`config.mk`:
```
export PLATFORM = sky130hd
export DESIGN_NAME = shift_rotate_unit
export DESIGN_NICKNAME = d
export VERILOG_FILES = /design/src/rtl/shr_pkg.sv /design/src/rtl/shr_step.sv /design/src/rtl/shr_count_norm.sv /design/src/rtl/shr_unrolled.sv /design/src/rtl/shr_iter.sv /design/src/rtl/shift_rotate_unit.sv
export SDC_FILE = /design/constraint.sdc
export NUM_CORES = 1
export LEC_CHECK = 0
export ABC_AREA = 1
export BUFFER_PORTS_ARGS = -buffer_cell sky130_fd_sc_hd__buf_2
export CORE_MARGIN = 2
export CORE_UTILIZATION = 56
export DETAILED_ROUTE_END_ITERATION = 8
export PLACE_DENSITY = 0.74
export SLEW_MARGIN = 25
export SYNTH_ARGS = -nofsm -noshare
export SYNTH_HDL_FRONTEND = slang
export SYNTH_SLANG_ARGS = --single-unit
```
`constraint.sdc`:
```
create_clock -name clk -period 1.4 [get_ports clk]
set_input_delay 0.14 -clock clk [delete_from_list [all_inputs] [get_ports clk]]
set_output_delay 0.14 -clock clk [all_outputs]
set_load 0.005 [all_outputs]
```
`src/rtl/shr_pkg.sv`:
```
package shr_pkg;

  // Operation codes; the numeric values are part of the block's interface.
  typedef enum logic [2:0] {
    OP_SHL  = 3'd0,  // logical left
    OP_SHR  = 3'd1,  // logical right
    OP_SAR  = 3'd2,  // arithmetic right
    OP_SAL  = 3'd3,  // arithmetic left (same as logical left)
    OP_ROTL = 3'd4,  // rotate left, carry gets copy of wrapped bit
    OP_ROTR = 3'd5,  // rotate right, carry gets copy of wrapped bit
    OP_RLC  = 3'd6,  // rotate left through carry
    OP_RRC  = 3'd7   // rotate right through carry
  } shr_op_e;

  function automatic logic is_plain_rot(shr_op_e op);
    return (op == OP_ROTL) || (op == OP_ROTR);
  endfunction

  function automatic logic is_carry_rot(shr_op_e op);
    return (op == OP_RLC) || (op == OP_RRC);
  endfunction

endpackage

```
`src/rtl/shr_step.sv`:
```
// One-position move of the {carry, word} pair for any operation.
module shr_step
  import shr_pkg::*;
#(
  parameter int WIDTH = 16
) (
  input  shr_op_e          op_i,
  input  logic [WIDTH-1:0] word_i,
  input  logic             carry_i,
  output logic [WIDTH-1:0] word_o,
  output logic             carry_o
);

  localparam int MSB = WIDTH - 1;

  always_comb begin
    unique case (op_i)
      OP_SHL, OP_SAL: begin
        word_o  = {word_i[MSB-1:0], 1'b0};
        carry_o = word_i[MSB];
      end
      OP_SHR: begin
        word_o  = {1'b0, word_i[MSB:1]};
        carry_o = word_i[0];
      end
      OP_SAR: begin
        word_o  = {word_i[MSB], word_i[MSB:1]};
        carry_o = word_i[0];
      end
      OP_ROTL: begin
        word_o  = {word_i[MSB-1:0], word_i[MSB]};
        carry_o = word_i[MSB];
      end
      OP_ROTR: begin
        word_o  = {word_i[0], word_i[MSB:1]};
        carry_o = word_i[0];
      end
      OP_RLC: begin
        word_o  = {word_i[MSB-1:0], carry_i};
        carry_o = word_i[MSB];
      end
      default: begin  // OP_RRC
        word_o  = {carry_i, word_i[MSB:1]};
        carry_o = word_i[0];
      end
    endcase
  end

endmodule

```
`src/rtl/shr_count_norm.sv`:
```
// Reduces the raw count to the number of one-bit steps actually needed.
module shr_count_norm
  import shr_pkg::*;
#(
  parameter int WIDTH  = 16,
  parameter int CNT_W  = 5,
  parameter int STEP_W = $clog2(WIDTH + 2)
) (
  input  shr_op_e           op_i,
  input  logic [CNT_W-1:0]  count_i,
  output logic [STEP_W-1:0] steps_o
);

  localparam int RING = WIDTH + 1;

  always_comb begin
    automatic int raw = int'(count_i);
    automatic int red;
    if (is_carry_rot(op_i)) begin
      red = raw % RING;
    end else if (is_plain_rot(op_i)) begin
      red = raw % WIDTH;
    end else begin
      // Beyond width+1 steps a shift result no longer changes.
      red = (raw > RING) ? RING : raw;
    end
    steps_o = STEP_W'(red);
  end

endmodule

```
`src/rtl/shr_unrolled.sv`:
```
// Single-cycle engine: width+1 chained step stages, each bypassed past the count.
module shr_unrolled
  import shr_pkg::*;
#(
  parameter int WIDTH  = 16,
  parameter int STEP_W = $clog2(WIDTH + 2)
) (
  input  shr_op_e           op_i,
  input  logic [WIDTH-1:0]  word_i,
  input  logic              carry_i,
  input  logic [STEP_W-1:0] steps_i,
  output logic [WIDTH-1:0]  word_o,
  output logic              carry_o
);

  localparam int STAGES = WIDTH + 1;

  logic [WIDTH-1:0] w_s [STAGES+1];
  logic             c_s [STAGES+1];

  assign w_s[0] = word_i;
  assign c_s[0] = carry_i;

  for (genvar k = 0; k < STAGES; k++) begin : g_stage
    logic [WIDTH-1:0] st_w;
    logic             st_c;
    logic             take;

    shr_step #(.WIDTH(WIDTH)) u_step (
      .op_i   (op_i),
      .word_i (w_s[k]),
      .carry_i(c_s[k]),
      .word_o (st_w),
      .carry_o(st_c)
    );

    assign take       = STEP_W'(k) < steps_i;
    assign w_s[k + 1] = take ? st_w : w_s[k];
    assign c_s[k + 1] = take ? st_c : c_s[k];
  end

  assign word_o  = w_s[STAGES];
  assign carry_o = c_s[STAGES];

endmodule

```
`src/rtl/shr_iter.sv`:
```
// Iterative engine: one bit position per clock, result published on completion.
module shr_iter
  import shr_pkg::*;
#(
  parameter int WIDTH  = 16,
  parameter int STEP_W = $clog2(WIDTH + 2)
) (
  input  logic              clk,
  input  logic              rst_n,
  input  logic              start_i,
  input  shr_op_e           op_i,
  input  logic [WIDTH-1:0]  word_i,
  input  logic              carry_i,
  input  logic [STEP_W-1:0] steps_i,
  output logic [WIDTH-1:0]  word_o,
  output logic              carry_o,
  output logic              valid_o
);

  logic              busy_q,  busy_d;
  logic [STEP_W-1:0] rem_q,   rem_d;
  shr_op_e           op_q,    op_d;
  logic [WIDTH-1:0]  ring_w_q, ring_w_d;
  logic              ring_c_q, ring_c_d;
  logic [WIDTH-1:0]  res_w_q, res_w_d;
  logic              res_c_q, res_c_d;
  logic              valid_q, valid_d;
  logic [WIDTH-1:0]  st_w;
  logic              st_c;

  shr_step #(.WIDTH(WIDTH)) u_step (
    .op_i   (op_q),
    .word_i (ring_w_q),
    .carry_i(ring_c_q),
    .word_o (st_w),
    .carry_o(st_c)
  );

  // next-state
  always_comb begin
    busy_d   = busy_q;
    rem_d    = rem_q;
    op_d     = op_q;
    ring_w_d = ring_w_q;
    ring_c_d = ring_c_q;
    res_w_d  = res_w_q;
    res_c_d  = res_c_q;
    valid_d  = 1'b0;
    if (busy_q) begin
      if (rem_q == '0) begin
        busy_d  = 1'b0;
        valid_d = 1'b1;
        res_w_d = ring_w_q;
        res_c_d = ring_c_q;
      end else begin
        ring_w_d = st_w;
        ring_c_d = st_c;
        rem_d    = rem_q - 1'b1;
      end
    end else if (start_i) begin
      busy_d   = 1'b1;
      rem_d    = steps_i;
      op_d     = op_i;
      ring_w_d = word_i;
      ring_c_d = carry_i;
    end
  end

  // registers
  always_ff @(posedge clk or negedge rst_n) begin
    if (!rst_n) begin
      busy_q   <= 1'b0;
      rem_q    <= '0;
      op_q     <= OP_SHL;
      ring_w_q <= '0;
      ring_c_q <= 1'b0;
      res_w_q  <= '0;
      res_c_q  <= 1'b0;
      valid_q  <= 1'b0;
    end else begin
      busy_q   <= busy_d;
      rem_q    <= rem_d;
      op_q     <= op_d;
      ring_w_q <= ring_w_d;
      ring_c_q <= ring_c_d;
      res_w_q  <= res_w_d;
      res_c_q  <= res_c_d;
      valid_q  <= valid_d;
    end
  end

  assign word_o  = res_w_q;
  assign carry_o = res_c_q;
  assign valid_o = valid_q;

  // one step per clock while work remains
  assert_step_countdown_R10: assert property (@(posedge clk) disable iff (!rst_n)
    (busy_q && rem_q != '0) |=> (rem_q == $past(rem_q) - 1'b1));

  // the strobe marks the end of an operation, never mid-flight
  assert_valid_after_busy_R10: assert property (@(posedge clk) disable iff (!rst_n)
    valid_q |-> (!busy_q && $past(busy_q)));

  // a start during an operation does not reload the operation
  assert_busy_start_ignored_R11: assert property (@(posedge clk) disable iff (!rst_n)
    (busy_q && rem_q != '0 && start_i) |=> (busy_q && op_q == $past(op_q)));

  // a plain rotation step preserves the population of the word
  assert_rot_ones_kept_R5: assert property (@(posedge clk) disable iff (!rst_n)
    (busy_q && rem_q != '0 && is_plain_rot(op_q))
      |=> ($countones(ring_w_q) == $countones($past(ring_w_q))));

endmodule

```
`src/rtl/shift_rotate_unit.sv`:
```
module shift_rotate_unit
  import shr_pkg::*;
#(
  parameter int WIDTH     = 16,
  parameter int CNT_W     = 5,
  parameter bit ITERATIVE = 1'b0
) (
  input  logic             clk,
  input  logic             rst_n,
  input  logic             start_i,
  input  logic [2:0]       op_i,
  input  logic [WIDTH-1:0] operand_i,
  input  logic [CNT_W-1:0] count_i,
  input  logic             carry_i,
  output logic [WIDTH-1:0] result_o,
  output logic             carry_o,
  output logic             valid_o
);

  localparam int STEP_W = $clog2(WIDTH + 2);

  // reset: asserted asynchronously, released on a clock edge
  logic [1:0] rst_sync_q;
  logic       rst_n_int;

  always_ff @(posedge clk or negedge rst_n) begin
    if (!rst_n) rst_sync_q <= 2'b00;
    else        rst_sync_q <= {rst_sync_q[0], 1'b1};
  end
  assign rst_n_int = rst_sync_q[1];

  shr_op_e           op_e;
  logic [STEP_W-1:0] steps;

  assign op_e = shr_op_e'(op_i);

  shr_count_norm #(.WIDTH(WIDTH), .CNT_W(CNT_W), .STEP_W(STEP_W)) u_norm (
    .op_i   (op_e),
    .count_i(count_i),
    .steps_o(steps)
  );

  if (ITERATIVE) begin : g_iter

    shr_iter #(.WIDTH(WIDTH), .STEP_W(STEP_W)) u_iter (
      .clk    (clk),
      .rst_n  (rst_n_int),
      .start_i(start_i),
      .op_i   (op_e),
      .word_i (operand_i),
      .carry_i(carry_i),
      .steps_i(steps),
      .word_o (result_o),
      .carry_o(carry_o),
      .valid_o(valid_o)
    );

  end else begin : g_flat

    logic [WIDTH-1:0] comb_w;
    logic             comb_c;
    logic [WIDTH-1:0] res_w_q, res_w_d;
    logic             res_c_q, res_c_d;
    logic             valid_q;
    logic             load_en;

    shr_unrolled #(.WIDTH(WIDTH), .STEP_W(STEP_W)) u_flat (
      .op_i   (op_e),
      .word_i (operand_i),
      .carry_i(carry_i),
      .steps_i(steps),
      .word_o (comb_w),
      .carry_o(comb_c)
    );

    assign load_en = start_i;

    always_comb begin
      res_w_d = res_w_q;
      res_c_d = res_c_q;
      if (load_en) begin
        res_w_d = comb_w;
        res_c_d = comb_c;
      end
    end

    always_ff @(posedge clk or negedge rst_n_int) begin
      if (!rst_n_int) begin
        res_w_q <= '0;
        res_c_q <= 1'b0;
        valid_q <= 1'b0;
      end else begin
        res_w_q <= res_w_d;
        res_c_q <= res_c_d;
        valid_q <= load_en;
      end
    end

    assign result_o = res_w_q;
    assign carry_o  = res_c_q;
    assign valid_o  = valid_q;

    // one strobe, in the cycle after each start
    assert_valid_after_start_R10: assert property (@(posedge clk) disable iff (!rst_n_int)
      start_i |=> valid_o);

    // plain rotation keeps the count of ones
    assert_rot_ones_kept_R5: assert property (@(posedge clk) disable iff (!rst_n_int)
      (start_i && is_plain_rot(op_e))
        |=> ($countones(result_o) == $countones($past(operand_i))));

    // rotation through carry keeps the ones of the whole ring
    assert_ring_ones_kept_R6: assert property (@(posedge clk) disable iff (!rst_n_int)
      (start_i && is_carry_rot(op_e))
        |=> ($countones({carry_o, result_o}) == $countones({$past(carry_i), $past(operand_i)})));

    // count zero passes word and carry through
    assert_zero_count_identity_R7: assert property (@(posedge clk) disable iff (!rst_n_int)
      (start_i && count_i == '0)
        |=> (result_o == $past(operand_i) && carry_o == $past(carry_i)));

  end

  // outputs hold between strobes
  assert_hold_between_strobes_R12: assert property (@(posedge clk) disable iff (!rst_n_int)
    !valid_o |-> ($stable(result_o) && $stable(carry_o)));

endmodule

```
==> results list, run 1 <==
- Summed over all layers, the routed wires come to 35.9 mm.
- Final Cell Area: 13000 sq um
* Fraction of the yosys area taken by sequential cells: 5.24%
- Biggest fanout along the worst timing path: 7
* Detail-routed net length per standard cell: 15.7 um
* Post-route DRC violation count: 0
- Vias in the first global route: about 12000
- After detailed placement, the total cell area comes to about 11000 sq um.
* Maximum clock skew at final layout: 0.00250 ns
- Net count of the mapped netlist: between 1500 and 2000
* GRT Residual Overflow: 0
* Final-layout fill cell count: ~1200
* Average size of a mapped cell: around 5.0 sq um
* Synthesized area: 9550 sq um
* Worst stage delay on the critical path: roughly 0.25 ns
- Via count of the routed design: 14200
- In this run the tool buffered the top-level ports with between 40 and 50 buffer cells.
- After synthesis the netlist holds a flip-flop and latch count of 20.
- Slew at the pin with the worst max-slew slack: ~1.1 ns
* Post-route setup slack: -5.07 ns
* Area of the placeable core: 16600 sq um
* Status: complete, but fails checks
- The worst setup path is captured at a flop.
- Top library cells by usage in the layout, fill and taps aside: nand2_1, nand3_1, buf_4
* Clock network latency to the later pin of the worst-skew pair: ~0.25 ns
- Boundary Pins: 46
- Vias/cell: between 6 and 7
* Count of flip-flops with a built-in enable after synthesis: 0
- Layout overhead on the synthesized area: 36.0%
- Setup slack, reg-to-reg: just over 0.7 ns
* Maximum number of pins on one net before global-route repair: 96
* Worst endpoint data arrival time: between 6 and 7 ns
* Number of routed nets with antenna violations: 0
- Clock sinks: 20
* Deepest clock path buffer count: 2
- In this run, distinct cell masters in the synthesized netlist total between 40 and 50.
- Setup-violating endpoint count in the final report: 17
* Global router's overall resource usage: approximately 36%
- For this configuration, the core starts out at a cell density of 57.4%.
- The most used flip-flop cell after synthesis is dfrtp_1.
- Max-cap violations in this run came to 0.
* Power density cells: roughly 990 nW/um^2
- Share of flip-flops with an asynchronous set or reset: 100%
* Post-CTS clock slew at the launch and capture registers of the worst setup and hold paths: approximately 0.05 ns
* Worst vdd ir: just under 0.001 V
* Number of standard cells after synthesis: roughly 1900
* Setup repair after global routing missed its margin: true
- The initial antenna violation count came to 0.
- TritonCTS built the clock tree.
- CTS built an H-tree with a depth of 1.
- Worst reg2reg startpoint: carry_o$_DFFE_PN0P_
- Worst path slowest cell: o21ai_2
- The worst setup path is launched from a primary input.
- YS warnings: 0
* Buffers and inverters on the worst path: 9
* Cts bufs inserted: 3
* Number of nets in the layout: 2094
- At the end of the flow the core is filled with cells to 78.0%.
* Estimated wirelength of the detail-placed design: between 20 and 25 mm
- For this block, the initial DRC count from the detailed router was roughly 2200.
* Share of layout cells above drive strength 1: a little under two fifths
- The first global-routing pass estimated between 50 and 60 mm of wire.
* Total power: ~13 mW
- In this run the critical register-to-register path is captured at carry_o$_DFFE_PN0P_.
- Fmax achieved: about 0.15 GHz
- Violated checks: setup timing
* Vertical die dimension: about 130 um
- Crit-path most repeated cell: nand2_2
- The analysis attributes to cell leakage a power of slightly below 7 nW.
- The worst path uses 462% of the clock period.
- The library cell used most frequently in the layout, excluding fill and tap cells, is nand2_1.
- Hold is met by between 0.15 and 0.2 ns.
- Antenna Diode Count: 0
- CTS root buf: clkbuf_16
- Measured against its own limit, the worst slew margin works out to about 29%.
* Worst min path class: flop to async pin
* Cell family contributing the most delay on the critical path: simple AND/OR/NAND/NOR gates
- The setup path with the least slack is of type primary input to flop.
- Shortest period the worst path allows: ~6.5 ns
* Number of max-slew violations in the final report: 0
- Startpoint of the most critical setup path: count_i[0]
- Die area: approximately 18000 sq um
- Chip width: between 100 and 150 um
* Worst reg2reg path depth: 2
- Hold Fails Final Rpt: 0
- Req. time, crit path: roughly 1.5 ns
* Global placement routability congestion: 0.949
* Site Rows: 47
- Count of TritonRoute iterations in the first routing pass: 6
## synthesized netlist by cell type, types with 2 or more instances
master / count / area [sq um]
a21oi_1: 64 / 320
a21oi_2: 10 / 87.6
buf_1: 2 / 7.51
buf_2: 76 / 380
buf_4: 20 / 150
buf_6: 7 / 78.8
clkbuf_1: 19 / 71.3
clkinv_1: 11 / 41.3
dfrtp_1: 20 / 500
ha_1: 3 / 37.5
inv_1: 102 / 383
inv_2: 16 / 60.1
inv_4: 2 / 12.5
nand2_1: 719 / 2700
nand2_2: 40 / 250
nand2_4: 3 / 33.8
nand3_1: 537 / 2690
nand3_2: 36 / 360
nand4_1: 16 / 100
nand4_2: 4 / 50.1
nor2_1: 31 / 116
nor2_2: 2 / 12.5
nor2_4: 3 / 33.8
o211ai_1: 22 / 165
o211ai_2: 21 / 263
o21ai_0: 24 / 120
o21ai_1: 50 / 250
o21ai_2: 10 / 87.6
or2_0: 3 / 18.8
or2_1: 6 / 37.5
or2_2: 2 / 12.5
## area by class of cell
class	count	area (sq um)	area share (%)
clock buffer	3	75.1	0.578
inverter	131	532	4.09
multi-input combinational	1618	9360	72.0
sequential	20	500	3.85
tap	220	275	2.12
timing repair buffer	289	2250	17.3
## where the power goes
part | switching, mW | leakage [nW] | total (mW) | internal, mW
logic | 7.29 | 6.47 | 11.5 | 4.25
clock network | 0.197 | 0.0370 | 0.573 | 0.376
registers | 0.0739 | 0.238 | 0.782 | 0.708
## sequential cells by signal (all words and copies together), names as in the netlist
name	count
rst_sync_q	2
carry_o	1
result_o	16
valid_o	1
## per-layer routing
layer,track usage (%),vias up,share of wire (%)
met5,0,-,0
met4,12.5,0,3.6
met3,3.53,176,9.5
met2,57.7,896,46
met1,49.0,6419,41
li1,-,6688,-
## timing repair
action / CTS / global route
gates resized for setup: 212 / 158
hold endpoints to repair: 2 / 0
cloned: 2 / 0
setup buffers: 23 / 21
pin swaps: 135 / 154
endpoints found under the setup margin: 17 / 17
hold buffers: 1 / 0
## per-stage QoR
step	setup TNS, ns	std cells	setup WS, ns
floorplan	-63.38	1892	-3.83
global placement	-82.42	2231	-4.89
detailed placement	-86.22	2231	-5.13
CTS	-76.63	2260	-4.56
global route	-91.00	2281	-5.43
finish	-84.24	2281	-5.07
## logic make-up after synthesis
| family | share of synthesized area (%) |
|---|---|
| other cells | 0.0393 |
| buf+inv | 12.4 |
| fa+ha+maj | 0.393 |
| compound gates | 13.9 |
| flops | 5.24 |
| simple gates | 68.0 |
## worst max-delay path by stage
stage	endpoint	slack [ns]	cells after the start
floorplan	result_o[11]$_DFFE_PN0P_	-3.83	53
global placement	result_o[3]$_DFFE_PN0P_	-4.89	54
detailed placement	result_o[3]$_DFFE_PN0P_	-5.13	54
CTS	carry_o$_DFFE_PN0P_	-4.56	54
global route	result_o[15]$_DFFE_PN0P_	-5.43	72
finish	result_o[14]$_DFFE_PN0P_	-5.07	67
No activity file was read; power rests on OpenSTA's default activity.
==> run 2, diff against run 1 <==
==> constraint.sdc (replaced) <==
create_clock -name clk -period 6.5 [get_ports clk]
set_input_delay 0.65 -clock clk [delete_from_list [all_inputs] [get_ports clk]]
set_output_delay 0.65 -clock clk [all_outputs]
set_load 0.005 [all_outputs]
==> run 2 against run 1 <==
- the flow still finishes with violations (setup timing)
- highest routed layer unchanged
- combinational power shrank 80%
- die area is the same
- clock skew shrank 0.0014 ns
- cell count shrank 2.5%
- critical path type unchanged
- first-iteration DRC count shrank 21%
==> results list, run 2 (same netlist as run 1, synthesis figures left out) <==
- Status: complete, but fails checks (unchanged).
* Violated checks: setup timing (unchanged)
* Fmax achieved: approximately 0.15 GHz
- Hold Fails Final Rpt: 0 (unchanged)
* Global placement routability congestion: 0.963 (was 0.949)
* Antenna Diode Count: 0 (unchanged)
- CTS tree: done (unchanged)
* Final-layout fill cell count: 1364 (was 1151)
* Worst reg2reg path depth: 0 (was 2)
- Cts bufs inserted: 3 (unchanged)
- Post-route DRC violation count: 0 (unchanged)
- 1st-iter DRT viols: 1717 (was 2165)
- Of the available clock period, the critical path in the final layout requires 105%.
* Setup slack, reg-to-reg: 5.79 ns (was 0.71 ns)
- The category of the most critical setup path is primary input to flop (unchanged).
- Vertical die dimension: 135 um (unchanged)
- The accumulated negative setup slack is -4.12 ns (was -84.24 ns).
* Startpoint of the most critical setup path: count_i[1] (was count_i[0])
- Setup repair after global routing missed its margin: true (unchanged).
- Post-route setup slack: -0.315 ns (was -5.07 ns)
- The areal power density over the cells is 214 nW/um^2 (was 992 nW/um^2).
* Max Cap Viol: 0 (unchanged)
- Number of flip-flops under the largest register name: 16 (unchanged)
- The detailed-router iteration count before antenna repair came to 6 (unchanged).
- The worst hold-check slack was 0.174 ns (was 0.190 ns).
- The most common cell after layout, fill and taps aside is nand2_1 (unchanged).
- The worst reg2reg path startpoint was rst_sync_q[1]$_DFF_PN0_ (was carry_o$_DFFE_PN0P_).
- The H-tree depth reported by CTS came to 1 (unchanged).
* Pleak: 6.30 nW (was 6.75 nW)
- The worst path required time was 6.63 ns (was 1.54 ns).
- Initial antenna violation count: 0 (unchanged)
- Detail-routed net length per standard cell: 14.5 um (was 15.7 um)
- The clock slew at the register clock pins of the worst setup and hold paths was 0.05 ns (about the same).
- Die area: 18100 sq um (unchanged)
- Area of the placeable core: 16600 sq um (unchanged)
- Shortest period the worst path allows: between 6 and 7 ns
- Worst vdd ir: 0.000228 V (was 0.000988 V)
- Top library cells by usage in the layout, fill and taps aside: nand2_1, nand3_1, buf_4 (unchanged).
- The placement-stage cell area was 10600 sq um (was 11100 sq um).
- The overall die width is 135 um (unchanged).
- The area growth from synthesis to layout came to 26.3% (was 36.0%).
* Worst slew slack as a fraction of its limit: 37.3% (was 28.9%)
- The count of buffers inserted at the top-level ports came to 45 (unchanged).
* Type of element capturing the critical path: flop (unchanged)
* Wire length of the first global-routing pass: 52.4 mm (was 55.8 mm)
- Boundary Pins: 46 (unchanged)
* Clock sinks: 20 (unchanged)
* Worst path slowest cell: o21ai_1 (was o21ai_2)
- Final Cell Area: 12100 sq um (was 13000 sq um)
- Vias/cell: 6.09 (was 6.22)
* Site Rows: 47 (unchanged)
- Estimated wirelength of the detail-placed design: 22.2 mm (was 23.3 mm)
* Total wire length after detailed routing: 32.3 mm (was 35.9 mm)
- Clock network latency to the later pin of the worst-skew pair: 0.25 ns (about the same)
- The maximum number of pins on one net before global-route repair is 183 (was 96).
* GRT Residual Overflow: 0 (unchanged)
* Share of layout cells above drive strength 1: 32.1% (was 38.0%)
- Vias in the first global route: 11600 (was 12300)
- Total power: 2.58 mW (was 12.9 mW)
- Worst min path class: primary input to async pin (was flop to async pin)
- FF-to-FF End: result_o[8]$_DFFE_PN0P_ (was carry_o$_DFFE_PN0P_)
- The maximum cell stage delay along the critical path is 0.21 ns (was 0.25 ns).
* Deepest clock path buffer count: 2 (unchanged)
- CTS Hold Buffers Added: 0 (was 1)
- The starting density of the core is 57.4% (unchanged).
- Slew at the pin with the worst max-slew slack: 0.940 ns (was 1.07 ns)
- The count of nets after finishing is 2035 (was 2094).
- The arrival time at the worst endpoint is 6.95 ns (was 6.61 ns).
* Kind of start point of the critical path: primary input (unchanged)
* Number of routed nets with antenna violations: 0 (unchanged)
- Crit-path most repeated cell: nand2_1 (was nand2_2)
* Maximum clock skew at final layout: 0.00107 ns (was 0.00250 ns)
* Via count of the routed design: 13500 (was 14200)
- The maximum net fanout on the critical path is 8 (was 7).
- The number of slew-limit violations in the final report came to 0 (unchanged).
- Setup-violating endpoint count in the final report: 17 (unchanged)
- CTS root buf: clkbuf_16 (unchanged)
* Global router's overall resource usage: 33.3% (was 35.5%)
-- run 2: cell count changes in the layout (fill, tap and decap cells not counted), sizes merged --
cell         previous run  this run
buf                   288       230
clkbuf                  3         4
clkinv                 11        10
dlygate4sd3             1         0
inv                   120       121
-- run 2: stage by stage --
step	util [%]	cells	setup slack, ns
floorplan	-	1892	0.672
global placement	63.4	2181	-0.402
detailed placement	63.4	2181	-0.607
CTS	67.8	2205	-0.00838
global route	72.5	2223	-0.884
finish	72.5	2223	-0.315
-- run 2: where the power goes --
part | leakage (nW) | total (mW) | switching, mW | internal, mW
Sequential | 0.238 | 0.169 | 0.0167 | 0.152
Combinational | 6.01 | 2.28 | 1.45 | 0.830
Clock | 0.0442 | 0.136 | 0.0422 | 0.0937
-- run 2: worst max path at each step --
stage	slack [ns]	to
after global routing	-0.88	result_o[1]$_DFFE_PN0P_
after floorplan	0.67	result_o[11]$_DFFE_PN0P_
after detailed placement	-0.61	result_o[7]$_DFFE_PN0P_
after global placement	-0.40	result_o[7]$_DFFE_PN0P_
final	-0.31	result_o[1]$_DFFE_PN0P_
after CTS	-0.008	result_o[12]$_DFFE_PN0P_
-- run 2: final cells by class --
class / instances / area, sq um / area share (%)
clock buffer: 4 / 88.8 / 0.736
sequential: 20 / 500 / 4.15
tap: 220 / 275 / 2.28
multi-input combinational: 1618 / 8960 / 74.2
timing repair buffer: 230 / 1730 / 14.4
inverter: 131 / 509 / 4.22
-- run 2: worst max-delay path, delay by kind of cell --
kind	cells	cell delay (ns)
simple gates	49	4.27
fa+ha+maj	2	0.31
compound gates	5	0.78
buf+inv	10	0.93
-- run 2: timing repair --
item / 4_1_cts / 5_1_grt
pin swaps: 101 / 165
hold endpoints to repair: 0 / 0
setup endpoints to repair: 17 / 17
resized for setup: 122 / 173
setup buffers: 20 / 18
cloned: 1 / 1
-- run 2: routing by layer --
layer / global-route usage, % / part of all wire [%] / up-vias
li1: - / - / 6559
met1: 48.1 / 43 / 6124
met2: 52.9 / 46 / 769
met3: 2.29 / 8.9 / 97
met4: 10.4 / 2.8 / 0
met5: 0 / 0 / -
